**src/rtl/dma_svc_sched.sv**
```systemverilog
module dma_svc_sched #(
  parameter int NCH = 4,
  parameter int CW  = 16
) (
  input  logic                      clk,
  input  logic                      rst_n,
  input  logic [NCH-1:0]            mask_i,
  input  logic [NCH-1:0]            hold_i,
  input  logic [NCH-1:0]            release_i,
  input  logic                      rescan_i,
  input  logic                      wide_i,
  input  logic [NCH*CW-1:0]         base_cnt_i,
  input  logic                      prog_vld_i,
  input  logic [CW+1:0]             prog_pos_i,
  output logic [NCH-1:0]            req_o,
  output logic                      busy_o,
  output logic                      grant_o,
  output logic [$clog2(NCH)-1:0]    grant_ch_o,
  output logic [CW+1:0]             grant_pos_o,
  output logic [CW+1:0]             grant_len_o,
  output logic [NCH-1:0]            tc_o
);
  localparam int IW = $clog2(NCH);
  localparam int PW = CW + 2;
  localparam logic [IW-1:0] LAST = IW'(NCH - 1);

  logic [NCH-1:0] req_q, tc_q;
  logic           busy_q, pend_q, svc_q;
  logic [IW-1:0]  idx_q;
  logic [PW-1:0]  pos_q [NCH];

  logic          trig, elig, again;
  logic [CW-1:0] base_sel;

  assign trig     = (|hold_i) | (|release_i) | rescan_i;
  assign elig     = !mask_i[idx_q] && req_q[idx_q];
  assign base_sel = base_cnt_i[idx_q*CW +: CW];
  assign again    = pend_q | trig | svc_q | grant_o;

  assign grant_o     = busy_q && elig;
  assign grant_ch_o  = idx_q;
  assign grant_pos_o = pos_q[idx_q];
  assign grant_len_o = (PW'(base_sel) + PW'(1)) << wide_i;
  assign req_o       = req_q;
  assign busy_o      = busy_q;
  assign tc_o        = tc_q;

  always_ff @(posedge clk) begin
    if (!rst_n) begin
      req_q  <= '0;
      tc_q   <= '0;
      busy_q <= 1'b0;
      pend_q <= 1'b0;
      svc_q  <= 1'b0;
      idx_q  <= '0;
      for (int i = 0; i < NCH; i++) pos_q[i] <= '0;
    end else begin
      req_q <= (req_q & ~release_i) | hold_i;
      tc_q  <= '0;
      if (grant_o && prog_vld_i) begin
        pos_q[idx_q] <= prog_pos_i;
        if (prog_pos_i == grant_len_o) tc_q[idx_q] <= 1'b1;
      end
      if (!busy_q) begin
        if (trig) begin
          busy_q <= 1'b1;
          idx_q  <= '0;
          pend_q <= 1'b0;
          svc_q  <= 1'b0;
        end
      end else if (idx_q == LAST) begin
        idx_q  <= '0;
        pend_q <= 1'b0;
        svc_q  <= 1'b0;
        busy_q <= again;
      end else begin
        idx_q  <= idx_q + IW'(1);
        pend_q <= pend_q | trig;
        svc_q  <= svc_q | grant_o;
      end
    end
  end
endmodule

```
**config.mk**
```make
export PLATFORM = sky130hd
export DESIGN_NAME = dma_svc_sched
export DESIGN_NICKNAME = d
export VERILOG_FILES = /design/src/rtl/dma_svc_sched.sv
export SDC_FILE = /design/constraint.sdc
export NUM_CORES = 1
export LEC_CHECK = 0
export BUFFER_PORTS_ARGS = -buffer_cell sky130_fd_sc_hd__buf_2
export CORE_MARGIN = 8
export CORE_UTILIZATION = 45
export CTS_CLUSTER_DIAMETER = 200
export DETAILED_ROUTE_END_ITERATION = 12
export PLACE_DENSITY = 0.71
export SETUP_SLACK_MARGIN = 0.1
export SYNTH_ARGS = -nofsm -noshare
export SYNTH_HDL_FRONTEND = slang
export SYNTH_SLANG_ARGS = --single-unit
```
**constraint.sdc**
```tcl
create_clock -name clk -period 9.1 [get_ports clk]
set_input_delay 1.365 -clock clk [delete_from_list [all_inputs] [get_ports clk]]
set_output_delay 1.365 -clock clk [all_outputs]
set_load 0.01 [all_outputs]
```
* Word level (Yosys, flattened, before mapping)
Memories as Yosys holds them, arrays and structs flattened. A register that Yosys moved wholly into a read port is not among the register bits.
Cells that the tools add are included.
** Cells by class
- Reductions and logical operators :: 10
- Bitwise logic cells :: 9
- Add/sub/neg operators :: 2
- Eq/ne operators :: 2
- Magnitude comparators :: 2
- Muxes and demuxes :: 26
- Shift operators :: 2
** Operator list (count)
- $shiftx A64 B7 Y16 :: 1
- $eq A18 B18 Y1 :: 1
- $mux W18 :: 1
- $reduce_or A18 Y1 :: 1
- $shl A17 B1 Y18 :: 1
- $add A16 B1 Y17 const B :: 1
- $mux W1 :: 16
- $mux W2 :: 6
- $reduce_or A4 Y1 :: 2
- $or A1 B1 Y1 :: 6
- $and A4 B4 Y4 :: 1
- $bmux W1 S2 :: 2
- $logic_and A1 B1 Y1 :: 4
- $not A4 Y4 :: 1
- $or A4 B4 Y4 :: 1
- $lt A2 B3 Y1 const B :: 1
- $reduce_and A3 Y1 :: 1
- $add A2 B1 Y2 const B :: 1
- $demux W1 S2 :: 1
- $eq A2 B2 Y1 const B :: 1
- $ge A2 B1 Y1 const B :: 1
- $reduce_bool A2 Y1 :: 1
- $logic_not A1 Y1 :: 1
** Word-level totals
- RAM bits :: 72
- Bits in registers :: 13
- Memories :: 1
** Memories
- pos_q :: words 4, bits a word 18, rd ports 1, clocked after memory_dff 1, wr ports 4, RTL line 30 : logic [PW-1:0] pos_q [NCH];

* Logic depth before layout (Yosys ltp)
Gate-level depths: netlist (run 1).
- Depth in word-level cells :: 11
- Gate-level depth with buffers :: 12
- Mapped depth without buffers :: 10

* Worst setup path before layout (run 1)
Ideal clock, no wire load.
- Path kind :: input to output
- From :: input port wide_i
- To :: output port grant_len_o[15]
- Stages :: 7
- Buffers on the path :: 5
- Arrival time :: 3126 ps
- Slack :: 4609 ps
- Path through :: clkbuf_1 -> clkbuf_1 -> clkbuf_1 -> buf_1 -> clkbuf_1 -> nor2_1 -> a21oi_1
** On the way
- Word-level cells in the longest chain between the ends :: 1
** Ends and longest elaborated chain
- from (decl) :: RTL line 11 : input logic wide_i,
- $shl A17 B1 Y18 :: RTL line 43 : assign grant_len_o = (PW'(base_sel) + PW'(1)) << wide_i;
- to (decl) :: RTL line 20 : output logic [CW+1:0] grant_len_o,
No other way between the ends.

* Worst setup path after layout (run 1)
- From :: input port base_cnt_i[16]
- To :: output port grant_len_o[10]
** On the way
- Word-level cells in the longest chain between the ends :: 3
** Ends and longest elaborated chain
- from (decl) :: RTL line 12 : input logic [NCH*CW-1:0] base_cnt_i,
- $shiftx A64 B7 Y16 :: RTL line 37 : assign base_sel = base_cnt_i[idx_q*CW +: CW];
- $add A16 B1 Y17 :: RTL line 43
- $shl A17 B1 Y18 :: RTL line 43
No other way between the ends.

==> out/metrics.yaml, run 1 <==
power:
  power_mw: 1.00
  power.leakage_nw: 2.69
  power.ir.vdd_worst_mv: 0.0869
  power_density_nw_per_um2: 149
layout:
  final_nets: 703
  fillers: 1069
  post_route_cells_drive_above_1_share_pct: 35.2
  syn2layout_area_growth_pct: 19.0
yosys:
  synth_ff_type: "edfxtp_1"
  syn-mean-instance-area_sq_um: 12.0
  synthesis.yosys.warnings: 0
  synth.yosys.seq_area_share_pct: 43.4
  synthTopCellsByArea: "edfxtp_1 (38%), mux4_2 (13%), and2_1 (8.3%)"
  yosys.cell_types.count: 66
  post_synthesis_register_bit_count: 87
  leading_cell_type_by_number_of_instances_after_synthesis: "and2_1"
  synthDominantAreaCellType: "edfxtp_1"
  synth-edff-count: 72
  synth_largest_type_area_fraction_pct: 38.1
  synthArstFlopShare_pct: 0
  synthesis.instances: 474
  synthesis.area_sq_um: 5670
  syn_nets: 578
  synthTopCellsByCount: "and2_1 (75), edfxtp_1 (72), mux4_2 (32)"
detailed_routing:
  wirelength_per_cell_um: 19.2
  drt_pre_antenna_iters: 5
  via_count: 4301
  via_cell_ratio: 5.54
  remaining_drc_errors: 0
  postRouteWirelength_um: 14900
  detail_route.iter0.violations: 332
  antenna_violating_nets_post_route: 0
setup_path:
  worst_path_largest_cell_delay_ns: 0.36
  rrSetupSlack_ns: 5.22
  cpMaxStageDelayCell: "nor2_2"
  critical_path.cell_chain: "buf_2, mux4_2, ha_1, nand3_1, nor2_2, nand3_1, a32oi_1, buf_2"
  critPathCaptureType: "output pin"
  required_time_reported_for_the_critical_path_endpoint_ns: 7.74
  worstPathMaxFanout: 8
  cp-start-kind: "primary input"
  worst_ep_arrival_time_ns: 3.46
  timing_worst_setup_path_type: "primary input to output pin"
cts:
  cts_setup_buffers: 0
  holdBufCountCts: 0
  clock_sinks: 87
  cts_tree: "built"
  clk_pin_slew_ns: 0.06
  h_tree_levels: 3
  clk-insertion-delay-late_ns: 0.34
  cts_root_buffer: "clkbuf_16"
  cts_inserted_buffers: 9
  cts_repair_resizes: 0
  clockBufferDepth: 2
placement:
  io_buffers: 146
  place.detailed.hpwl_um: 11200
  finalWeightedCongestion: 0.866
  dp_worst_setup_slack_ns: 4.31
sta:
  final.min_clock_period_ns: 4.83
  grt_setup_unrepaired: "no"
  slew_viol_final: 0
  final-hold-violation-count: 0
  layout_setup_ws_ns: 4.27
  report.final.setup_viol: 0
  clock_skew_ns: 0.00723
  max_freq_ghz: 0.207
  period_share_pct: 53.0
  worst_pin_slew_ns: 1.03
  finalSetupTns_ns: 0
  slew_headroom_pct: 31.6
global_routing:
  vias_in_the_first_global_route: 4545
  grt_overflow: 0
  antenna_found_initial: 2
  largest_net_degree_at_the_start_of_global_routing: 45
  first_pass_grt_wire_length_um: 23900
  grt_util_all_layers_pct: 18.6
floorplan:
  die_w_um: 128
  initial_utilization_pct: 45.5
  die_area_sq_um: 16400
  num_io_pins: 147
  std_cell_rows: 41
  die_h_um: 128
  core-area_sq_um: 12500
status:
  run_status: "finished clean"
job:
  reported_max_cap_violation_count: 0
hold_path:
  holdCritPathClass: "register to register"
## area by class of cell
cell class	count	area [sq um]	area share [%]
clock buffers	10	229	3.39
well taps	172	215	3.19
clock inverters	5	50.0	0.742
flip-flops and latches	87	2460	36.5
inverters	7	26.3	0.389
diodes	2	5.00	0.0742
repair buffers	150	761	11.3
multi-input cells	344	3000	44.5
## path summary, 6_finish.rpt
kind	start	end	depth (start not counted)
setup / recovery	base_cnt_i[16]	grant_len_o[10]	8
hold / removal	req_o[2]$_SDFF_PN0_	req_o[2]$_SDFF_PN0_	2
setup reg to reg	grant_ch_o[0]$_SDFFE_PN0N_	pos_q[2][14]$_SDFFCE_PN0P_	6
hold reg to reg	req_o[2]$_SDFF_PN0_	req_o[2]$_SDFF_PN0_	2
## per-layer routing
| metal | up-vias | routed length (um) | global-route usage (%) |
|---|---|---|---|
| met1 | 2059 | 6380 | 23.0 |
| met2 | 179 | 7220 | 30.8 |
| met4 | 0 | 361 | 7.62 |
| met3 | 29 | 977 | 4.16 |
| li1 | 2034 | - | - |
| met5 | - | 0 | 0 |
## state kept, by name, summed over array words and instances (netlist names), named ones only
signal      count
pend_q          1
req_o           4
svc_q           1
tc_o            4
pos_q          72
busy_o          1
grant_ch_o      2
## critical path: cells and delay by family
kind,cells,cell delay (ns)
buffers and inverters,2,0.28
muxes,1,0.33
and+or+nand+nor,3,0.82
AOI/OAI and AO/OA,1,0.36
adders and majority gates,1,0.29
## power by group
part | switching, mW | leakage (nW) | internal (mW)
logic | 0.114 | 1.69 | 0.0885
registers | 0.00570 | 0.870 | 0.445
clock network | 0.142 | 0.133 | 0.209
total | 0.261 | 2.69 | 0.742
## logic make-up (layout without fill, tap and decap cells)
| kind of cell | count (synthesis) | count (layout) | synth area share, % |
|---|---|---|---|
| simple gates | 195 | 195 | 20.8 |
| fa+ha+maj | 5 | 5 | 1.10 |
| xor+xnor | 38 | 38 | 6.75 |
| buf+inv | 43 | 172 | 3.64 |
| mux | 51 | 51 | 17.1 |
| compound gates | 55 | 55 | 7.15 |
| flops | 87 | 87 | 43.4 |
| other cells | 0 | 2 | 0 |
## cells in the final DEF, fill, tap and decap left out, types with 3 or more instances in the layout
cell	instances
and4_1	8
o211ai_1	5
ha_1	5
mux4_2	32
a32oi_1	3
buf_2	146
nand2b_1	4
nor2_1	21
nor3_1	3
o22ai_1	4
dfxtp_1	15
nand4_1	7
and3_1	8
clkbuf_16	9
nor4_1	4
mux4_1	3
a31oi_1	3
inv_1	7
buf_4	4
xnor2_1	15
edfxtp_1	72
mux2_2	3
a21oi_1	5
nand4_2	3
nand2_1	21
xor2_1	18
nand3b_1	3
nor2b_1	11
o21ai_0	13
mux2i_1	12
o21a_1	4
and2_1	75
nand3_1	14
## per-stage QoR
step	hold WS [ns]	utilization (%)	area [sq um]	cells
after floorplan	0.551	-	5670	474
after global placement	0.567	51.9	6460	760
after detailed placement	0.589	51.9	6460	760
after CTS	0.609	54.1	6740	775
after global routing	0.664	54.1	6750	777
final	0.606	54.1	6750	777
Note: power is estimated with default switching activity, not from simulation.
==> run 2: changes to the inputs <==
--- a/config.mk
+++ b/config.mk
@@ -5,12 +5,13 @@
 export SDC_FILE = /design/constraint.sdc
 export NUM_CORES = 1
 export LEC_CHECK = 0
+export ABC_AREA = 1
 export BUFFER_PORTS_ARGS = -buffer_cell sky130_fd_sc_hd__buf_2
 export CORE_MARGIN = 8
 export CORE_UTILIZATION = 45
 export CTS_CLUSTER_DIAMETER = 200
 export DETAILED_ROUTE_END_ITERATION = 12
-export PLACE_DENSITY = 0.71
+export PLACE_DENSITY = 0.73
 export SETUP_SLACK_MARGIN = 0.1
 export SYNTH_ARGS = -nofsm -noshare
 export SYNTH_HDL_FRONTEND = slang
==> constraint.sdc (replaced) <==
create_clock -name clk -period 4.1 [get_ports clk]
set_input_delay 0.615 -clock clk [delete_from_list [all_inputs] [get_ports clk]]
set_output_delay 0.615 -clock clk [all_outputs]
set_load 0.01 [all_outputs]
==> out/metrics.yaml, run 2 <==
layout:
  antenna-diode-count: 0
  final_nets: 1007
  largest_register_ff_count: 72
  mostFrequentLayoutCells: "nand2_1 (210), nor2_1 (147), buf_2 (146), nand3_1 (111), edfxtp_1 (72)"
  syn2layout_area_growth_pct: 19.9
  multiInputGateArea_sq_um: 2710
  fillers: 1178
  post_route_cells_drive_above_1_share_pct: 24.1
  mostFrequentLayoutCell: "nand2_1"
  registers.top_by_ff_count: "pos_q"
  regArea_sq_um: 2460
detailed_routing:
  drt_pre_antenna_iters: 5
  via_count: 5488
  detail_route.iter0.violations: 386
  antenna_violating_nets_post_route: 0
  postRouteWirelength_um: 16300
  wirelength_per_cell_um: 15.1
  remaining_drc_errors: 0
  via_cell_ratio: 5.10
yosys:
  synthesis.yosys.warnings: 0
  synthesis.area_sq_um: 5600
  synthesis.instances: 767
  syn_nets: 871
  synth_largest_type_area_fraction_pct: 38.6
  yosys.cell_types.count: 33
  synthTopCellsByArea: "edfxtp_1 (39%), nand2_1 (14%), nand3_1 (9.9%)"
  synthTopCellsByCount: "nand2_1 (210), nor2_1 (147), nand3_1 (111), edfxtp_1 (72), inv_1 (50)"
  syn-mean-instance-area_sq_um: 7.30
  post_synthesis_register_bit_count: 87
  leading_cell_type_by_number_of_instances_after_synthesis: "nand2_1"
  synth_ff_type: "edfxtp_1"
  synthArstFlopShare_pct: 0
  synthDominantAreaCellType: "edfxtp_1"
  synth-edff-count: 72
  synth.yosys.seq_area_share_pct: 44.0
cts:
  cts_repair_resizes: 0
  cts_tree: "built"
  holdBufCountCts: 0
  clock_sinks: 87
  h_tree_levels: 3
  clk-insertion-delay-late_ns: 0.35
  cts_root_buffer: "clkbuf_16"
  cts_inserted_buffers: 9
  cts_setup_buffers: 0
  clockBufferDepth: 2
  clk_pin_slew_ns: 0.07
sta:
  layout_setup_ws_ns: 0.617
  worst_pin_slew_ns: 0.945
  grt_setup_unrepaired: "no"
  finalSetupTns_ns: 0
  timing.hold.ws_ns: 0.483
  final.min_clock_period_ns: 3.48
  max_freq_ghz: 0.287
  clock_skew_ns: 0.0117
  report.final.setup_viol: 0
  final-hold-violation-count: 0
  period_share_pct: 85.0
  slew_viol_final: 0
  slew_headroom_pct: 36.8
global_routing:
  first_pass_grt_wire_length_um: 26100
  grt_overflow: 0
  antenna_found_initial: 0
  vias_in_the_first_global_route: 5357
  grt_util_all_layers_pct: 19.9
  largest_net_degree_at_the_start_of_global_routing: 41
power:
  power.leakage_nw: 3.26
  power_mw: 2.39
  power_density_nw_per_um2: 355
  power.ir.vdd_worst_mv: 0.188
floorplan:
  die_h_um: 128
  num_io_pins: 147
  core-area_sq_um: 12100
  initial_utilization_pct: 46.4
  die_area_sq_um: 16300
  std_cell_rows: 40
  die_w_um: 128
setup_path:
  rrSetupSlack_ns: 1.06
  critPathCaptureType: "output pin"
  required_time_reported_for_the_critical_path_endpoint_ns: 3.48
  cp-start-kind: "register"
  cpMaxStageDelayCell: "buf_4"
  worst_path_largest_cell_delay_ns: 0.40
  critical_path.cell_chain: "buf_4, nand2_1, nand2_1, nand2_1, nand2_1, ha_1, nand3_2, nor2_1, nand2_1, inv_2, nand2_1, nand2_1, nand3_1, nand2_1, buf_2"
  critPathBufInv: 3
  timing_worst_setup_path_type: "register to output pin"
  worst_ep_arrival_time_ns: 2.87
  cp_common_cell: "nand2_1"
  worstPathMaxFanout: 40
  timing.critical_path.max_delay_family: "simple AND/OR/NAND/NOR gates"
job:
  reported_max_cap_violation_count: 0
placement:
  io_buffers: 146
  finalWeightedCongestion: 0.951
  dp_worst_setup_slack_ns: 1.00
  place.detailed.hpwl_um: 12000
hold_path:
  holdCritPathClass: "register to register"
status:
  run_status: "finished clean"
==> run 2: logic make-up after synthesis <==
group           count (synthesis)  synth area share [%]
simple gates                  516                  40.3
buf+inv                        89                  7.73
flops                          87                  44.0
compound gates                 67                  6.43
fa+ha+maj                       5                  1.12
xor+xnor                        3                 0.469
==> run 2: per-stage QoR <==
| stage | util [%] | cell area (sq um) | instances |
|---|---|---|---|
| floorplan | - | 5600 | 767 |
| global placement | 53.1 | 6410 | 1060 |
| detailed placement | 53.1 | 6410 | 1060 |
| CTS | 55.7 | 6710 | 1076 |
| global route | 55.7 | 6710 | 1076 |
| finish | 55.7 | 6710 | 1076 |
==> run 2: power by group <==
part	total, mW	internal (mW)	leakage [nW]	switching (mW)
combinational	0.545	0.185	2.25	0.359
clock	0.837	0.480	0.146	0.358
sequential	1.00	0.990	0.866	0.0138
total	2.39	1.65	3.26	0.731
==> run 2: layout make-up <==
| cell class | instances | area share, % |
|---|---|---|
| Clock buffer | 9 | 3.35 |
| Clock inverter | 7 | 1.17 |
| Timing Repair Buffer | 156 | 12.0 |
| Inverter | 58 | 3.28 |
| Tap cell | 168 | 3.13 |
| Multi-Input combinational cell | 591 | 40.4 |
| Sequential cell | 87 | 36.7 |
==> run 2: tightest hold or removal path: cells and delay by family (launching register included) <==
| kind | cells | cell delay (ns) |
|---|---|---|
| AO/OA/AOI/OAI | 1 | 0.05 |
| flip-flops | 1 | 0.32 |
| AND/OR/NAND/NOR | 1 | 0.06 |
==> run 2: routing by layer <==
metal / share of wire, % / GRT usage, %
met5: 0 / 0
met4: 2.4 / 7.69
met3: 7.1 / 4.41
met2: 49 / 34.4
met1: 42 / 23.6
==> run 2: final timing paths <==
check	startpoint	endpoint	depth (start not counted)
min	req_o[1]$_SDFF_PN0_	req_o[1]$_SDFF_PN0_	2
max	grant_ch_o[0]$_SDFFE_PN0N_	grant_len_o[15]	15
max reg2reg	grant_ch_o[0]$_SDFFE_PN0N_	pos_q[2][5]$_SDFFCE_PN0P_	10
min reg2reg	req_o[1]$_SDFF_PN0_	req_o[1]$_SDFF_PN0_	2
==> run 3: changes to the inputs <==
--- a/config.mk
+++ b/config.mk
@@ -5,13 +5,13 @@
 export SDC_FILE = /design/constraint.sdc
 export NUM_CORES = 1
 export LEC_CHECK = 0
-export ABC_AREA = 1
+export ABC_AREA = 0
 export BUFFER_PORTS_ARGS = -buffer_cell sky130_fd_sc_hd__buf_2
 export CORE_MARGIN = 8
 export CORE_UTILIZATION = 45
 export CTS_CLUSTER_DIAMETER = 200
 export DETAILED_ROUTE_END_ITERATION = 12
-export PLACE_DENSITY = 0.73
+export PLACE_DENSITY = 0.71
 export SETUP_SLACK_MARGIN = 0.1
 export SYNTH_ARGS = -nofsm -noshare
 export SYNTH_HDL_FRONTEND = slang
==> constraint.sdc (replaced) <==
create_clock -name clk -period 3.65 [get_ports clk]
set_input_delay 0.5475 -clock clk [delete_from_list [all_inputs] [get_ports clk]]
set_output_delay 0.5475 -clock clk [all_outputs]
set_load 0.01 [all_outputs]
==> out/metrics.yaml, run 3 (synthesis results as in run 1) <==
detailed_routing:
  postRouteWirelength_um: 15300
  wirelength_per_cell_um: 19.4
  detail_route.iter0.violations: 339
  via_count: 4350
  via_cell_ratio: 5.51
  drt_pre_antenna_iters: 5
  antenna_violating_nets_post_route: 0
  remaining_drc_errors: 0
floorplan:
  initial_utilization_pct: 45.5
  die_area_sq_um: 16400
  num_io_pins: 147
  std_cell_rows: 41
  die_w_um: 128
  core-area_sq_um: 12500
  die_h_um: 128
global_routing:
  grt_util_all_layers_pct: 18.9
  global_route.peak_usage_layer: "met2"
  antenna_found_initial: 1
  grt.met1_usage_pct: 22.1
  first_pass_grt_wire_length_um: 24200
  grt_overflow: 0
  largest_net_degree_at_the_start_of_global_routing: 31
  groute.layer.met3.usage_pct: 4.24
  vias_in_the_first_global_route: 4660
  gr_met2_demand_resource_pct: 32.4
placement:
  io_buffers: 146
  finalWeightedCongestion: 0.873
  numPlacedInstances: 770
  place.detailed.hpwl_um: 11700
sta:
  max_freq_ghz: 0.296
  worst_pin_slew_ns: 0.915
  clock_skew_ns: 0.0149
  final.min_clock_period_ns: 3.38
  timing.hold.ws_ns: 0.431
  slew_viol_final: 0
  period_share_pct: 92.5
  grt_setup_unrepaired: "no"
  final-hold-violation-count: 0
  finalSetupTns_ns: 0
  report.final.setup_viol: 0
  slew_headroom_pct: 39.0
setup_path:
  rrSetupSlack_ns: 0.39
  reg2reg_depth: 9
  worst_ep_arrival_time_ns: 2.83
  critPathCapture: "grant_len_o[12]"
  timing.rr.end: "tc_o[2]$_SDFF_PN0_"
  cp-start-kind: "register"
  crit_start: "grant_ch_o[1]$_SDFFE_PN0N_"
  timing_worst_setup_path_type: "register to output pin"
  critPathCaptureType: "output pin"
  r2r_start: "grant_ch_o[1]$_SDFFE_PN0N_"
  required_time_reported_for_the_critical_path_endpoint_ns: 3.10
  worstPathMaxFanout: 22
cts:
  clk_pin_slew_ns: 0.07
  clk-insertion-delay-late_ns: 0.34
  clockBufferDepth: 2
  cts_root_buffer: "clkbuf_16"
  clock_sinks: 87
  cts_tree: "built"
  h_tree_levels: 3
  cts_inserted_buffers: 9
hold_path:
  holdCritPathClass: "primary input to register"
  worstHoldPathCells: 2
layout:
  finalNonFillerCells: 789
  registers.top_by_ff_count: "pos_q"
  largest_register_ff_count: 72
  final_nets: 715
  mostFrequentLayoutCell: "buf_2"
  multiInputGateArea_sq_um: 3020
  syn2layout_area_growth_pct: 21.9
  regArea_sq_um: 2460
  post_route_cells_drive_above_1_share_pct: 37.5
  mostFrequentLayoutCells: "buf_2 (146), and2_1 (75), edfxtp_1 (72), mux4_2 (32)"
  fillers: 1047
status:
  run_status: "finished clean"
power:
  power.leakage_nw: 2.78
  power_mw: 2.62
  power_density_nw_per_um2: 380
  power.ir.vdd_worst_mv: 0.193
job:
  reported_max_cap_violation_count: 0
==> run 3: final cells by class <==
| type | instances | share of cell area [%] |
|---|---|---|
| Antenna cell | 1 | 0.0362 |
| Clock inverter | 7 | 1.43 |
| Multi-Input combinational cell | 344 | 43.8 |
| Clock buffer | 9 | 3.26 |
| Tap cell | 172 | 3.11 |
| Timing Repair Buffer | 162 | 12.4 |
| Sequential cell | 87 | 35.7 |
| Inverter | 7 | 0.380 |
==> run 3: worst max-delay path: stages (launching register included) <==
cell and delay [ns]:
dfxtp_1 0.45, buf_4 0.31, mux4_2 0.33, nand4_2 0.25, nor4_2 0.46, xnor2_1 0.35
mux2i_1 0.15, buf_2 0.17
==> run 3: repair_timing <==
action / CTS / global route
endpoints found under the hold margin: 0 / 0
setup buffers: 0 / 2
hold buffers: 0 / 0
endpoints found under the setup margin: 0 / 14
resized for setup: 0 / 6
==> run 3: through the flow <==
stage               utilization [%]  worst slack [ns]  area, sq um
floorplan                         -             0.362         5670
global placement               52.5             0.327         6540
detailed placement             52.5             0.273         6540
CTS                            55.1             0.107         6860
global route                   55.4             0.141         6910
finish                         55.4             0.273         6910
==> run 3: metal layers <==
layer,up-vias,routed length [um]
met5,-,0
met4,0,374
met3,25,868
met2,169,7600
met1,2096,6460
li1,2060,-
==> run 3: worst min-delay path by stage <==
stage,startpoint,to,slack [ns]
floorplan,svc_q$_SDFFE_PN0N_,svc_q$_SDFFE_PN0N_,0.55
global placement,req_o[2]$_SDFF_PN0_,req_o[2]$_SDFF_PN0_,0.57
detailed placement,req_o[1]$_SDFF_PN0_,req_o[1]$_SDFF_PN0_,0.59
CTS,hold_i[3],req_o[3]$_SDFF_PN0_,0.42
global route,hold_i[3],req_o[3]$_SDFF_PN0_,0.44
finish,hold_i[3],req_o[3]$_SDFF_PN0_,0.43
==> run 3: where the power goes <==
part	switching (mW)	internal [mW]
clock network	0.377	0.607
logic	0.286	0.230
registers	0.0170	1.11
